--- src/rtl/cubecmp_pkg.sv ---
package cubecmp_pkg;

    // Two-bit position code: upper bit = specified, lower bit = value
    localparam logic [1:0] POS_X   = 2'b00;
    localparam logic [1:0] POS_ZERO = 2'b10;
    localparam logic [1:0] POS_ONE  = 2'b11;

    typedef enum logic [2:0] {
        ST_IDLE   = 3'd0,
        ST_SCAN   = 3'd1,
        ST_MERGE  = 3'd2,
        ST_ALLOC  = 3'd3,
        ST_REJECT = 3'd4
    } cc_state_e;

endpackage

--- src/rtl/cubecmp_isect.sv ---
module cubecmp_isect #(
    parameter int NPI = 8,
    localparam int W = 2 * NPI
) (
    input  logic [W-1:0] a_cube,
    input  logic [W-1:0] b_cube,
    output logic [W-1:0] y_cube,
    output logic         conflict
);
    import cubecmp_pkg::*;

    logic [NPI-1:0] clash;

    for (genvar i = 0; i < NPI; i++) begin : g_pos
        logic a_spec;
        logic b_spec;
        assign a_spec = a_cube[2*i+1];
        assign b_spec = b_cube[2*i+1];
        assign clash[i] = a_spec && b_spec && (a_cube[2*i] != b_cube[2*i]);
        always_comb begin
            if (a_spec)
                y_cube[2*i+1 -: 2] = a_cube[2*i] ? POS_ONE : POS_ZERO;
            else if (b_spec)
                y_cube[2*i+1 -: 2] = b_cube[2*i] ? POS_ONE : POS_ZERO;
            else
                y_cube[2*i+1 -: 2] = POS_X;
        end
    end

    assign conflict = |clash;

endmodule

--- src/rtl/cubecmp_store.sv ---
module cubecmp_store #(
    parameter int NPI   = 8,
    parameter int DEPTH = 4,
    localparam int W    = 2 * NPI,
    localparam int IW   = (DEPTH > 1) ? $clog2(DEPTH) : 1,
    localparam int CW   = $clog2(DEPTH + 1),
    localparam int SLOTS = 1 << IW
) (
    input  logic          clk,
    input  logic          rst_n,
    input  logic          we,
    input  logic [IW-1:0] widx,
    input  logic [W-1:0]  wdata,
    input  logic [IW-1:0] scan_idx,
    output logic [W-1:0]  scan_cube,
    input  logic [IW-1:0] rd_idx,
    input  logic [CW-1:0] used,
    output logic [W-1:0]  rd_cube
);

    logic [W-1:0] slot_q [SLOTS];

    for (genvar s = 0; s < SLOTS; s++) begin : g_slot
        always_ff @(posedge clk) begin
            if (!rst_n)
                slot_q[s] <= '0;
            else if (we && (widx == IW'(s)) && (s < DEPTH))
                slot_q[s] <= wdata;
        end
    end

    assign scan_cube = slot_q[scan_idx];

    always_comb begin
        if (CW'(rd_idx) < used)
            rd_cube = slot_q[rd_idx];
        else
            rd_cube = '0;
    end

endmodule

--- src/rtl/cubecmp_ctrl.sv ---
module cubecmp_ctrl #(
    parameter int NPI   = 8,
    parameter int DEPTH = 4,
    localparam int W    = 2 * NPI,
    localparam int IW   = (DEPTH > 1) ? $clog2(DEPTH) : 1,
    localparam int CW   = $clog2(DEPTH + 1)
) (
    input  logic          clk,
    input  logic          rst_n,
    input  logic          in_valid,
    input  logic [W-1:0]  in_cube,
    output logic          in_ready,
    output logic [W-1:0]  cube_q,
    output logic [IW-1:0] scan_idx,
    input  logic          conflict,
    output logic          we,
    output logic [IW-1:0] widx,
    output logic          use_blank,
    output logic [CW-1:0] count,
    output logic          ovf,
    output logic          res_valid,
    output logic          res_merged,
    output logic          res_reject,
    output logic [IW-1:0] res_idx
);
    import cubecmp_pkg::*;

    cc_state_e state, nxt;
    logic      at_last;
    logic      tbl_full;

    assign at_last  = (CW'(scan_idx) == (count - CW'(1)));
    assign tbl_full = (count == CW'(DEPTH));

    // next-state decision
    always_comb begin
        nxt = state;
        unique case (state)
            ST_IDLE: begin
                if (in_valid)
                    nxt = (count == '0) ? ST_ALLOC : ST_SCAN;
            end
            ST_SCAN: begin
                if (!conflict)
                    nxt = ST_MERGE;
                else if (at_last)
                    nxt = tbl_full ? ST_REJECT : ST_ALLOC;
            end
            ST_MERGE, ST_ALLOC, ST_REJECT: nxt = ST_IDLE;
            default: nxt = ST_IDLE;
        endcase
    end

    // state register and datapath registers
    always_ff @(posedge clk) begin
        if (!rst_n) begin
            state    <= ST_IDLE;
            scan_idx <= '0;
            count    <= '0;
            ovf      <= 1'b0;
            cube_q   <= '0;
        end else begin
            state <= nxt;
            unique case (state)
                ST_IDLE: begin
                    if (in_valid) begin
                        cube_q   <= in_cube;
                        scan_idx <= '0;
                    end
                end
                ST_SCAN: begin
                    if (conflict && !at_last)
                        scan_idx <= scan_idx + IW'(1);
                end
                ST_ALLOC:  count <= count + CW'(1);
                ST_REJECT: ovf <= 1'b1;
                default: ;
            endcase
        end
    end

    // outputs decoded from state
    always_comb begin
        in_ready   = 1'b0;
        we         = 1'b0;
        use_blank  = 1'b0;
        res_valid  = 1'b0;
        res_merged = 1'b0;
        res_reject = 1'b0;
        widx       = scan_idx;
        unique case (state)
            ST_IDLE:  in_ready = 1'b1;
            ST_SCAN:  ;
            ST_MERGE: begin
                we         = 1'b1;
                res_valid  = 1'b1;
                res_merged = 1'b1;
            end
            ST_ALLOC: begin
                we        = 1'b1;
                use_blank = 1'b1;
                res_valid = 1'b1;
                widx      = IW'(count);
            end
            ST_REJECT: begin
                res_valid  = 1'b1;
                res_reject = 1'b1;
            end
            default: ;
        endcase
        res_idx = widx;
    end

endmodule

--- src/rtl/cube_compactor.sv ---
module cube_compactor #(
    parameter int NPI   = 8,
    parameter int DEPTH = 4,
    localparam int W    = 2 * NPI,
    localparam int IW   = (DEPTH > 1) ? $clog2(DEPTH) : 1,
    localparam int CW   = $clog2(DEPTH + 1)
) (
    input  logic          clk,
    input  logic          rst_n,
    input  logic          in_valid,
    output logic          in_ready,
    input  logic [W-1:0]  in_cube,
    output logic          res_valid,
    output logic          res_merged,
    output logic          res_reject,
    output logic [IW-1:0] res_idx,
    output logic [CW-1:0] count,
    output logic          ovf,
    input  logic [IW-1:0] rd_idx,
    output logic [W-1:0]  rd_cube
);

    logic [W-1:0]  cube_q;
    logic [W-1:0]  scan_cube;
    logic [W-1:0]  other_cube;
    logic [W-1:0]  merged_cube;
    logic [IW-1:0] scan_idx;
    logic [IW-1:0] widx;
    logic          conflict;
    logic          we;
    logic          use_blank;

    cubecmp_ctrl #(.NPI(NPI), .DEPTH(DEPTH)) u_ctrl (
        .clk        (clk),
        .rst_n      (rst_n),
        .in_valid   (in_valid),
        .in_cube    (in_cube),
        .in_ready   (in_ready),
        .cube_q     (cube_q),
        .scan_idx   (scan_idx),
        .conflict   (conflict),
        .we         (we),
        .widx       (widx),
        .use_blank  (use_blank),
        .count      (count),
        .ovf        (ovf),
        .res_valid  (res_valid),
        .res_merged (res_merged),
        .res_reject (res_reject),
        .res_idx    (res_idx)
    );

    // a blank partner turns the intersection into a plain normalising copy
    assign other_cube = use_blank ? '0 : scan_cube;

    cubecmp_isect #(.NPI(NPI)) u_isect (
        .a_cube   (cube_q),
        .b_cube   (other_cube),
        .y_cube   (merged_cube),
        .conflict (conflict)
    );

    cubecmp_store #(.NPI(NPI), .DEPTH(DEPTH)) u_store (
        .clk       (clk),
        .rst_n     (rst_n),
        .we        (we),
        .widx      (widx),
        .wdata     (merged_cube),
        .scan_idx  (scan_idx),
        .scan_cube (scan_cube),
        .rd_idx    (rd_idx),
        .used      (count),
        .rd_cube   (rd_cube)
    );

endmodule

--- config.mk ---
export PLATFORM = sky130hd
export DESIGN_NAME = cube_compactor
export DESIGN_NICKNAME = d
export VERILOG_FILES = /design/src/rtl/cubecmp_pkg.sv /design/src/rtl/cubecmp_isect.sv /design/src/rtl/cubecmp_store.sv /design/src/rtl/cubecmp_ctrl.sv /design/src/rtl/cube_compactor.sv
export SDC_FILE = /design/constraint.sdc
export NUM_CORES = 1
export LEC_CHECK = 0
export BUFFER_PORTS_ARGS = -buffer_cell sky130_fd_sc_hd__clkbuf_2
export CORE_ASPECT_RATIO = 1.75
export CORE_UTILIZATION = 35
export CTS_CLUSTER_SIZE = 25
export DETAILED_ROUTE_END_ITERATION = 16
export HOLD_SLACK_MARGIN = 0.1
export PLACE_DENSITY_LB_ADDON = 0.3
export SYNTH_ARGS = -nofsm -noshare
export SYNTH_HDL_FRONTEND = slang
export SYNTH_HIERARCHICAL = 1
export SYNTH_SLANG_ARGS = --single-unit
--- constraint.sdc ---
create_clock -name clk -period 7.6 [get_ports clk]
set_clock_uncertainty 0.2 [all_clocks]
set_input_delay 1.52 -clock clk [delete_from_list [all_inputs] [get_ports clk]]
set_output_delay 1.52 -clock clk [all_outputs]
set_load 0.005 [all_outputs]
# Word level (Yosys, flattened, before mapping)
# Memory sizes are Yosys's and may differ from the RTL's. A register that Yosys moved wholly into a read port is not among the register bits.
# Cells that the tools add are included.
# op_classes
add_sub_neg	3
mul	0
n_div	0
n_lt_le_gt_ge	1
eq_ne	20
n_shift	0
mux	69
bitwise_logic	4
reduce_logical	32
# ops
cell	n
$mux W16	6
$mux W2	22
$mux W1	35
$logic_and A1 B1 Y1	21
$mux W3	4
$ne A1 B1 Y1	8
$reduce_or A8 Y1	1
$eq A3 B2 Y1 const B	2
$eq A3 B3 Y1 const B	2
$logic_not A3 Y1	2
$pmux W3 S2	1
$eq A2 B2 Y1 const B	2
$or A1 B1 Y1	4
$pmux W2 S2	1
$reduce_and A2 Y1	2
$add A3 B1 Y3 const B	1
$eq A2 B3 Y1	1
$eq A3 B1 Y1 const B	1
$lt A2 B3 Y1	1
$ne A3 B3 Y1 const B	1
$reduce_and A3 Y1	1
$reduce_or A3 Y1	1
$sub A3 B1 Y3 const B	1
$add A2 B1 Y2 const B	1
other kinds (7)	7
# word_totals
regBits	25
latch_bits	0
ramBits	64
rom_bits	0
input_bits	21
output_inout_bits	26
word_cells	135
memories	1
# mem_list
name	depth	width	rd	rd_clocked_by_memory_dff	wr	line_no	text
u_store.slot_q	4	16	2	1	4	cubecmp_store.sv:21	logic [W-1:0] slot_q [SLOTS];

# Longest topological paths before layout
# Gate-level depths: netlist (run 1).
# depth
depth_word	11
mapped_depth	10
ltp_nobuf	9

# Modules after synthesis
# Netlist (run 1), hierarchy kept.
# modules_own_cells
mod	instances	cells_per_inst	area_each_um2	seq_area_each_um2
cubecmp_store	1	208	3379.5	1921.8
cubecmp_ctrl	1	136	1177.4	500.5
cubecmp_isect	1	53	282.8	0.0
cube_compactor	1	17	143.9	0.0

# Worst setup path after synthesis (run 1)
# Ideal clock, no wire load.
# synth_path
path_type	in2out
from	in rd_idx[0]
to	out rd_cube[10]
arrival_time_ns	2.396
required_time_ns	5.880
setup_slack_ns	3.484
cell_stages	4
path_buffers	2
cell_sequence	buf_6 > buf_12 > mux4_2 > a21boi_0
# synth_via
elab_chain_len	2
word_cells_on_any_way	3
cone_classes	order compare: 1; mux: 1; memory: 1
# synth_lines
item	line_no	text
start, declared	cube_compactor.sv:19	input logic [IW-1:0] rd_idx,
$lt A2 B3 Y1 or $mem_v2 Z4 W16 (tied branches)	n/a	
$mux W16 *	cubecmp_store.sv:35	if (CW'(rd_idx) < used)
end, declared	cube_compactor.sv:20	output logic [W-1:0] rd_cube
# Mark *: on every way between the ends. The rest lies on a longest branch, timed or not.

# Worst setup path in the final report (run 1)
# layout_path
from	in rd_idx[1]
to	out rd_cube[0]
# The elaborated chain is that of the path after synthesis.

==> impl_metrics.env, run 1 <==
export IMPL_period_share_pct=62.8
export IMPL_min_period_ns=4.77
export IMPL_cts_tree="done"
export IMPL_ys_types=46
export IMPL_wirelength_mm=11.9
export IMPL_rsz0062_at_grt="false"
export IMPL_fp_dieW_um=92.2
export IMPL_path_max_fanout=17
export IMPL_hold_buffers=0
export IMPL_htree_levels=3
export IMPL_netlist_area_um2=4980
export IMPL_powerDensity_nw_per_um2=207
export IMPL_wl_per_cell_um=18.7
export IMPL_final_seq_area_um2=2420
export IMPL_grt_usage_pct=17.3
export IMPL_drc_errors=0
export IMPL_hold_viol_final=0
export IMPL_cts_sink_count=89
export IMPL_clk_latency_ns=0.34
export IMPL_place_area_um2=5340
export IMPL_antenna_left=0
export IMPL_p_leak_nw=2.13
export IMPL_syn_area_per_cell_um2=12.0
export IMPL_synth_seq_area_share_pct=48.6
export IMPL_peakVddDrop_mv=0.120
export IMPL_cts_setup_buffers=0
export IMPL_multi_input_area_um2=2370
export IMPL_fin_setup_tns_ns=0
export IMPL_drtPass1Iterations=4
export IMPL_critPathLaunch="rd_idx[1]"
export IMPL_antenna_found_initial=0
export IMPL_finalNetCount=482
export IMPL_grt_first_pass_wirelength_mm=18.9
export IMPL_fillers=1374
export IMPL_via_per_inst=5.07
export IMPL_pin_count=47
export IMPL_num_vias=3239
export IMPL_gp_congestion=0.771
export IMPL_synth_seq_cells=89
export IMPL_cts_resized=0
export IMPL_area_growth_syn_to_layout_pct=13.3
export IMPL_numCtsBuffers=9
export IMPL_first_global_vias=3414
export IMPL_status="finished clean"
export IMPL_ys_warnings_count=6
export IMPL_core_area_um2=13900
export IMPL_n_antenna_cell=0
export IMPL_ctsLongestPathBuffers=2
export IMPL_fp_dieH_um=160
export IMPL_syn_inst=414
export IMPL_initial_core_util_pct=35.8
export IMPL_endpoint_kind="primary output"
export IMPL_reg2reg_depth=8
export IMPL_max_freq_mhz=210
export IMPL_r2r_end="u_ctrl/scan_idx[0]"
export IMPL_reg2reg_from="u_ctrl/scan_idx[0]"
export IMPL_final_max_slew_viol_count=0
export IMPL_cp_required_ns=5.88
export IMPL_arrival_ns=3.05
export IMPL_slew_headroom_pct=49.2
export IMPL_layout_common_cells="nand2_1 (67), and2_1 (67), edfxtp_1 (64)"
export IMPL_dp_hpwl_mm=8.39
export IMPL_maxCapViolCount=0
export IMPL_critPathKind="input pin to primary output"
export IMPL_power_mw=1.17
export IMPL_hold_class="register to register"
export IMPL_grt_ovfl_total=0
export IMPL_setup_worst_path_start_class="input pin"
export IMPL_synth_nets=439
export IMPL_crit_end="rd_cube[0]"
export IMPL_dieArea_um2=14700
export IMPL_worst_pin_slew_ns=0.762
export IMPL_num_rows=57
export IMPL_first_iter_violations=152
export IMPL_finalSetupViolCount=0
export IMPL_design_area_um2=5650
export IMPL_portBuffers=46
export IMPL_ff2ff_setup_slack_ns=4.25
export IMPL_layout_drive_gt1_share_pct=26.8
export IMPL_clk_pin_slew_ns=0.06
export IMPL_root_buffer="clkbuf_16"
export IMPL_grt_max_degree=34
-- cells in the mapped netlist (all sizes together) --
| cell type | n | area share, % |
|---|---|---|
| a21o | 2 | 0.33 |
| xnor2 | 12 | 2.1 |
| o21a | 1 | 0.15 |
| nand3b | 1 | 0.15 |
| buf | 13 | 2.4 |
| clkbuf | 9 | 0.75 |
| o311a | 1 | 0.43 |
| o21ba | 1 | 0.20 |
| o22ai | 5 | 0.75 |
| ha | 4 | 1.0 |
| nand2b | 5 | 0.63 |
| inv | 7 | 0.53 |
| nand4 | 1 | 0.13 |
| clkdlybuf4s15 | 1 | 0.20 |
| xor2 | 1 | 0.18 |
| nor3 | 3 | 0.40 |
| mux2i | 1 | 0.20 |
| or4 | 1 | 0.15 |
| a21boi | 34 | 5.1 |
| nor3b | 2 | 0.40 |
| and2 | 67 | 8.4 |
| o21ai | 15 | 1.5 |
| edfxtp | 64 | 39 |
| mux4 | 32 | 15 |
| nor2b | 12 | 1.9 |
| o41ai | 1 | 0.18 |
| nor2 | 8 | 0.75 |
| nand2 | 67 | 5.0 |
| or2 | 8 | 1.0 |
| nand3 | 2 | 0.20 |
| dfxtp | 25 | 10 |
| and2b | 7 | 1.2 |
| a31oi | 1 | 0.13 |
-- per-stage QoR --
stage	cells	util (%)	worst slack (ns)	hold WS [ns]
4_1_cts	639	40.6	2.78	0.282
6_report	639	40.6	2.83	0.282
2_1_floorplan	414	-	3.48	0.261
5_1_grt	639	40.6	2.71	0.294
3_5_place_dp	623	38.4	2.79	0.266
3_3_place_gp	623	38.4	2.82	0.254
-- layout make-up --
class	count	share of cell area, %
well taps	177	3.92
clock inverters	4	0.886
inverters	7	0.465
repair buffers	55	5.27
multi-input cells	295	42.0
flip-flops and latches	89	42.9
clock buffers	12	4.56
-- critical path, cell delays in order --
cell	delay (ns)
clkbuf_2	0.42
ha_1	0.33
a21o_2	0.31
a21boi_0	0.29
clkbuf_2	0.16
-- cell families (layout without fill, tap and decap cells) --
| family | Yosys count | after routing | share of synthesized area [%] |
|---|---|---|---|
| flip-flops | 89 | 89 | 48.6 |
| AND/OR/NAND/NOR | 184 | 184 | 20.4 |
| buffers and inverters | 30 | 78 | 3.84 |
| adder cells (fa/ha/maj) | 4 | 4 | 1.00 |
| AO/OA/AOI/OAI | 61 | 61 | 8.79 |
| multiplexers | 33 | 33 | 15.1 |
| XOR/XNOR | 13 | 13 | 2.28 |
-- where the power goes --
part | internal [mW] | switching, mW
Combinational | 0.0705 | 0.0755
Sequential | 0.546 | 0.0214
Clock | 0.274 | 0.178
-- per-layer routing --
| layer | track usage, % | share of wire, % | vias to the layer above |
|---|---|---|---|
| li1 | - | - | 1564 |
| met2 | 31.4 | 54 | 72 |
| met1 | 19.5 | 40 | 1577 |
| met5 | 0 | 0 | - |
| met3 | 2.76 | 2.9 | 26 |
| met4 | 8.17 | 3.4 | 0 |
-- sequential cells by signal, summed over array words and instances (netlist names) --
signal           cells
u_store/slot_q      64
u_ctrl/scan_idx      2
u_ctrl/state         3
u_ctrl/ovf           1
u_ctrl/cube_q       16
u_ctrl/count         3
-- worst min-delay path by stage --
| stage | start | endpoint | slack [ns] | depth (start not counted) |
|---|---|---|---|---|
| after global placement | u_ctrl/ovf | u_ctrl/ovf | 0.25 | 1 |
| final | u_ctrl/ovf | u_ctrl/ovf | 0.28 | 1 |
| after CTS | u_ctrl/ovf | u_ctrl/ovf | 0.28 | 1 |
| after global routing | u_ctrl/ovf | u_ctrl/ovf | 0.29 | 1 |
| after detailed placement | u_ctrl/ovf | u_ctrl/ovf | 0.27 | 1 |
| after floorplan | u_ctrl/cube_q[0] | u_ctrl/cube_q[0] | 0.26 | 2 |
No activity file was read; power rests on OpenSTA's default activity.
==> run 2, diff against run 1 <==
- clock period: 7.6 -> 4.01 ns (I/O delays scaled with it)
==> impl_metrics.env, run 2 (synthesis results as in run 1) <==
export IMPL_rsz0062_at_grt="false"
export IMPL_area_growth_syn_to_layout_pct=13.5
export IMPL_drc_errors=0
export IMPL_wirelength_mm=11.5
export IMPL_antenna_found_initial=0
export IMPL_fin_setup_tns_ns=0
export IMPL_portBuffers=46
export IMPL_regMostFlops="u_store/slot_q"
export IMPL_ff2ff_setup_slack_ns=0.87
export IMPL_use_met1_pct=19.1
export IMPL_via_per_inst=5.01
export IMPL_pin_count=47
export IMPL_p_leak_nw=2.14
export IMPL_period_share_pct=81.3
export IMPL_min_to="u_ctrl/cube_q[6]"
export IMPL_htree_levels=3
export IMPL_num_vias=3222
export IMPL_min_period_ns=3.26
export IMPL_grt_busiest_layer="met2"
export IMPL_hold_start="u_ctrl/cube_q[6]"
export IMPL_cts_resized=0
export IMPL_worst_pin_slew_ns=0.770
export IMPL_hold_buffers=0
export IMPL_max_freq_mhz=307
export IMPL_fp_dieH_um=160
export IMPL_critPathKind="input pin to primary output"
export IMPL_cts_sink_count=89
export IMPL_antenna_left=0
export IMPL_reg2reg_from="u_ctrl/state[1]"
export IMPL_cts_setup_buffers=0
export IMPL_endpoint_kind="primary output"
export IMPL_drtPass1Iterations=4
export IMPL_clk_latency_ns=0.33
export IMPL_final_max_slew_viol_count=0
export IMPL_post_place_ws_ns=0.693
export IMPL_hold_class="register to register"
export IMPL_cts_tree="done"
export IMPL_n_antenna_cell=0
export IMPL_num_rows=57
export IMPL_path_max_fanout=17
export IMPL_slew_headroom_pct=48.6
export IMPL_arrival_ns=2.26
export IMPL_peakVddDrop_mv=0.169
export IMPL_wl_per_cell_um=17.9
export IMPL_ctsLongestPathBuffers=2
export IMPL_powerDensity_nw_per_um2=383
export IMPL_status="finished clean"
export IMPL_maxCapViolCount=0
export IMPL_grt_first_pass_wirelength_mm=18.2
export IMPL_layout_drive_gt1_share_pct=27.3
export IMPL_grt_max_degree=34
export IMPL_fillers=1359
export IMPL_finalSetupViolCount=0
export IMPL_r2r_end="u_ctrl/scan_idx[0]"
export IMPL_clk_pin_slew_ns=0.06
export IMPL_grtUsageMet3_pct=2.48
export IMPL_first_iter_violations=204
export IMPL_first_global_vias=3318
export IMPL_top_regs="u_store/slot_q (64), u_ctrl/cube_q (16)"
export IMPL_cp_required_ns=3.01
export IMPL_setup_worst_path_start_class="input pin"
export IMPL_holdPathStages=2
export IMPL_dp_hpwl_mm=8.29
export IMPL_dieArea_um2=14700
export IMPL_gp_congestion=0.788
export IMPL_grt_ovfl_total=0
export IMPL_reg2reg_depth=9
export IMPL_layout_common_cells="nand2_1 (67), and2_1 (67), edfxtp_1 (64)"
export IMPL_finalNetCount=486
export IMPL_grt_usage_pct=16.5
export IMPL_fp_dieW_um=92.2
export IMPL_core_area_um2=13900
export IMPL_root_buffer="clkbuf_16"
export IMPL_hold_viol_final=0
export IMPL_setup_ws_ns=0.751
export IMPL_largest_reg_flops=64
export IMPL_numCtsBuffers=9
export IMPL_grt_use_met2_pct=30.0
export IMPL_initial_core_util_pct=35.8
[run 2: changes by cell type in the layout (fill, tap and decap cells not counted), sizes merged]
cell    change
buf         +4
clkbuf      -2
clkinv      +2
[run 2: routing by layer]
layer  part of all wire [%]  up-vias  routed length, um
li1                       -     1571                  -
met3                    2.5       16                292
met4                    2.3        0                267
met5                      0        -                  0
met2                     53       62               6090
met1                     42     1573               4880
[run 2: stage by stage]
step | power (mW) | util (%) | area [um2] | instances | hold slack, ns
finish | 2.17 | 40.7 | 5660 | 643 | 0.284
CTS | 2.19 | 40.7 | 5660 | 643 | 0.288
detailed placement | 1.38 | 38.6 | 5370 | 627 | 0.278
global placement | 1.37 | 38.6 | 5370 | 627 | 0.251
global route | 2.26 | 40.7 | 5660 | 643 | 0.307
floorplan | 1.29 | - | 4980 | 414 | 0.261
[run 2: critical path, stage by stage]
cell,delay (ns)
clkbuf_2,0.51
mux4_1,0.65
a21boi_0,0.14
clkbuf_2,0.15
[run 2: worst max path at each step]
| stage | start | to | cells past startpoint |
|---|---|---|---|
| floorplan | u_ctrl/state[1] | u_store/slot_q[2][0] | 6 |
| global placement | rd_idx[0] | rd_cube[8] | 5 |
| detailed placement | rd_idx[0] | rd_cube[6] | 5 |
| CTS | rd_idx[0] | rd_cube[6] | 5 |
| global route | rd_idx[0] | rd_cube[10] | 5 |
| finish | rd_idx[0] | rd_cube[0] | 4 |
[run 2: final cells by class]
type / count / area (um2) / area share [%]
flip-flops and latches: 89 / 2420 / 42.8
well taps: 177 / 221 / 3.92
clock inverters: 6 / 58.8 / 1.04
inverters: 7 / 26.3 / 0.465
multi-input cells: 295 / 2370 / 41.9
clock buffers: 10 / 229 / 4.05
repair buffers: 59 / 328 / 5.80
[run 2: power breakdown]
part | internal [mW] | switching [mW]
Sequential | 1.03 | 0.0335
Clock | 0.479 | 0.335
Combinational | 0.135 | 0.150
Total | 1.65 | 0.518
==> run 3, diff against run 2 <==
- ABC_AREA: not set -> 1
- clock period: 4.01 -> 2.9 ns (I/O delays scaled with it)
==> impl_metrics.env, run 3 <==
export IMPL_status="finished clean"
export IMPL_r2r_end="u_ctrl/state[1]"
export IMPL_yosysMostFrequentCell="nand2_1"
export IMPL_synth_seq_cells=89
export IMPL_hold_start="in_cube[14]"
export IMPL_synth_nets=753
export IMPL_swShare_pct=35.8
export IMPL_power_mw=4.24
export IMPL_ys_types=39
export IMPL_final_max_slew_viol_count=0
export IMPL_ys_warnings_count=6
export IMPL_synth_area_top_cells="edfxtp_1 (35%), nand2_1 (12%), dfxtp_1 (9.0%)"
export IMPL_power_share_clock_pct=29.1
export IMPL_critPathKind="register to primary output"
export IMPL_antenna_left=0
export IMPL_layout_drive_gt1_share_pct=18.4
export IMPL_grt_usage_pct=16.4
export IMPL_htree_levels=3
export IMPL_power_internal_mw=2.72
export IMPL_max_freq_mhz=389
export IMPL_dp_hpwl_mm=9.22
export IMPL_root_buffer="clkbuf_16"
export IMPL_area_growth_syn_to_layout_pct=11.5
export IMPL_maxCapViolCount=0
export IMPL_p_switching_mw=1.52
export IMPL_num_vias=4500
export IMPL_drc_errors=0
export IMPL_powerDensity_nw_per_um2=685
export IMPL_cts_setup_buffers=0
export IMPL_top_regs="u_store/slot_q (64), u_ctrl/cube_q (16)"
export IMPL_layout_common_cells="nand2_1 (172), inv_1 (128), nor2_1 (79)"
export IMPL_first_iter_violations=238
export IMPL_ff2ff_setup_slack_ns=0.43
export IMPL_numCtsBuffers=9
export IMPL_fin_setup_tns_ns=0
export IMPL_core_area_um2=15500
export IMPL_fp_dieW_um=97.2
export IMPL_drtPass1Iterations=5
export IMPL_path_max_fanout=19
export IMPL_reg2reg_from="u_ctrl/scan_idx[0]"
export IMPL_synth_top_flop_cell="edfxtp_1"
export IMPL_syn_inst=728
export IMPL_num_rows=60
export IMPL_antenna_found_initial=0
export IMPL_pin_count=47
export IMPL_min_period_ns=2.57
export IMPL_synthTopCellsByCount="nand2_1 (172), inv_1 (128), nor2_1 (79)"
export IMPL_reg2reg_depth=15
export IMPL_setup_worst_path_start_class="register"
export IMPL_endpoint_kind="primary output"
export IMPL_regMostFlops="u_store/slot_q"
export IMPL_wl_per_cell_um=13.6
export IMPL_largest_reg_flops=64
export IMPL_clk_latency_ns=0.34
export IMPL_cts_sink_count=89
export IMPL_hold_class="input pin to register"
export IMPL_rsz0062_at_grt="false"
export IMPL_hold_viol_final=0
export IMPL_period_share_pct=88.7
export IMPL_finalNetCount=787
export IMPL_holdPathStages=3
export IMPL_arrival_ns=1.79
export IMPL_initial_core_util_pct=35.9
export IMPL_hold_buffers=0
export IMPL_ctsLongestPathBuffers=2
export IMPL_min_to="u_ctrl/cube_q[14]"
export IMPL_netlist_area_um2=5550
export IMPL_via_per_inst=4.72
export IMPL_ys_async_sr_fraction_pct=0
export IMPL_wirelength_mm=13.0
export IMPL_dieArea_um2=16400
export IMPL_pwr_share_seq_pct=37.9
export IMPL_p_comb_share_pct=32.9
export IMPL_portBuffers=46
export IMPL_syn_area_per_cell_um2=7.63
export IMPL_synth_seq_area_share_pct=43.6
export IMPL_grt_ovfl_total=0
export IMPL_fp_dieH_um=169
export IMPL_gp_congestion=0.749
export IMPL_grt_first_pass_wirelength_mm=21.3
export IMPL_peakVddDrop_mv=0.370
export IMPL_cp_required_ns=2.12
export IMPL_worst_pin_slew_ns=0.519
export IMPL_final_common_cell="nand2_1"
export IMPL_synth_edf_count=64
export IMPL_first_global_vias=4214
export IMPL_synth_top_cell_area_share_pct=34.6
export IMPL_clk_pin_slew_ns=0.06
export IMPL_synth_top_cell_by_area="edfxtp_1"
export IMPL_cts_tree="done"
export IMPL_finalSetupViolCount=0
export IMPL_grt_max_degree=33
export IMPL_p_leak_nw=2.70
export IMPL_slew_headroom_pct=65.4
export IMPL_n_antenna_cell=0
-- run 3: cell count changes after synthesis, sizes merged, moves of 59 or more --
cell	previous run	this run
inv	7	134
nand2	67	178
nor2	8	97
and2	67	0
nand3	2	62
a21oi	0	59
-- run 3: cells by family after synthesis --
family	Yosys count	synth area share (%)
fa+ha+maj	4	0.901
simple gates	359	30.3
flops	89	43.6
xor+xnor	1	0.158
compound gates	103	10.7
buf+inv	172	14.3
-- run 3: per-layer routing --
metal / up-vias / routed length, um / track usage (%)
li1: 2362 / - / -
met1: 2037 / 5190 / 17.8
met5: - / 0 / 0
met4: 0 / 180 / 4.92
met3: 14 / 394 / 1.82
met2: 87 / 7190 / 32.9
-- run 3: cell type report --
type | count | area [um2]
inverter | 135 | 518
fill | 1605 | 9270
sequential | 89 | 2420
clock buffer | 9 | 225
multi-input combinational | 467 | 2340
tap | 186 | 233
clock inverter | 7 | 93.8
timing repair buffer | 60 | 360
-- run 3: power groups by stage --
stage	sequential, mW	clock (mW)	combinational (mW)
6_report	1.61	1.24	1.40
5_1_grt	1.63	1.31	1.58
4_1_cts	1.61	1.26	1.41
3_5_place_dp	1.64	0	1.41
3_3_place_gp	1.63	0	1.40
2_1_floorplan	1.61	0	1.11
-- run 3: worst max path at each step --
stage                             from                    to  slack, ns
floorplan           u_ctrl/scan_idx[1]       u_ctrl/state[1]       0.73
global placement             rd_idx[1]            rd_cube[3]       0.37
detailed placement     u_ctrl/state[1]  u_store/slot_q[3][2]       0.34
CTS                    u_ctrl/state[1]            res_idx[0]       0.05
global route        u_ctrl/scan_idx[0]    u_ctrl/scan_idx[1]       0.12
finish                 u_ctrl/state[1]            res_idx[0]       0.33
-- run 3: metrics by stage --
| step | instance area (um2) | setup slack [ns] | cells | hold WS [ns] | util [%] |
|---|---|---|---|---|---|
| floorplan | 5550 | 0.729 | 728 | 0.252 | - |
| global placement | 5870 | 0.368 | 937 | 0.262 | 38.0 |
| detailed placement | 5870 | 0.345 | 937 | 0.266 | 38.0 |
| CTS | 6190 | 0.0508 | 953 | 0.278 | 40.0 |
| global route | 6190 | 0.115 | 953 | 0.288 | 40.1 |
| finish | 6190 | 0.327 | 953 | 0.283 | 40.1 |
-- run 3: timing repair --
| action | CTS | global route |
|---|---|---|
| gates resized for setup | 0 | 1 |
| endpoints found under the setup margin | 0 | 1 |
| endpoints found under the hold margin | 0 | 0 |
-- run 3: critical path, cell delays in order (launching register included) --
cell      delay, ns
dfxtp_1        0.32
inv_1          0.10
nor2_1         0.07
nand2_2        0.11
clkinv_2       0.25
o21bai_2       0.42
clkbuf_2       0.19
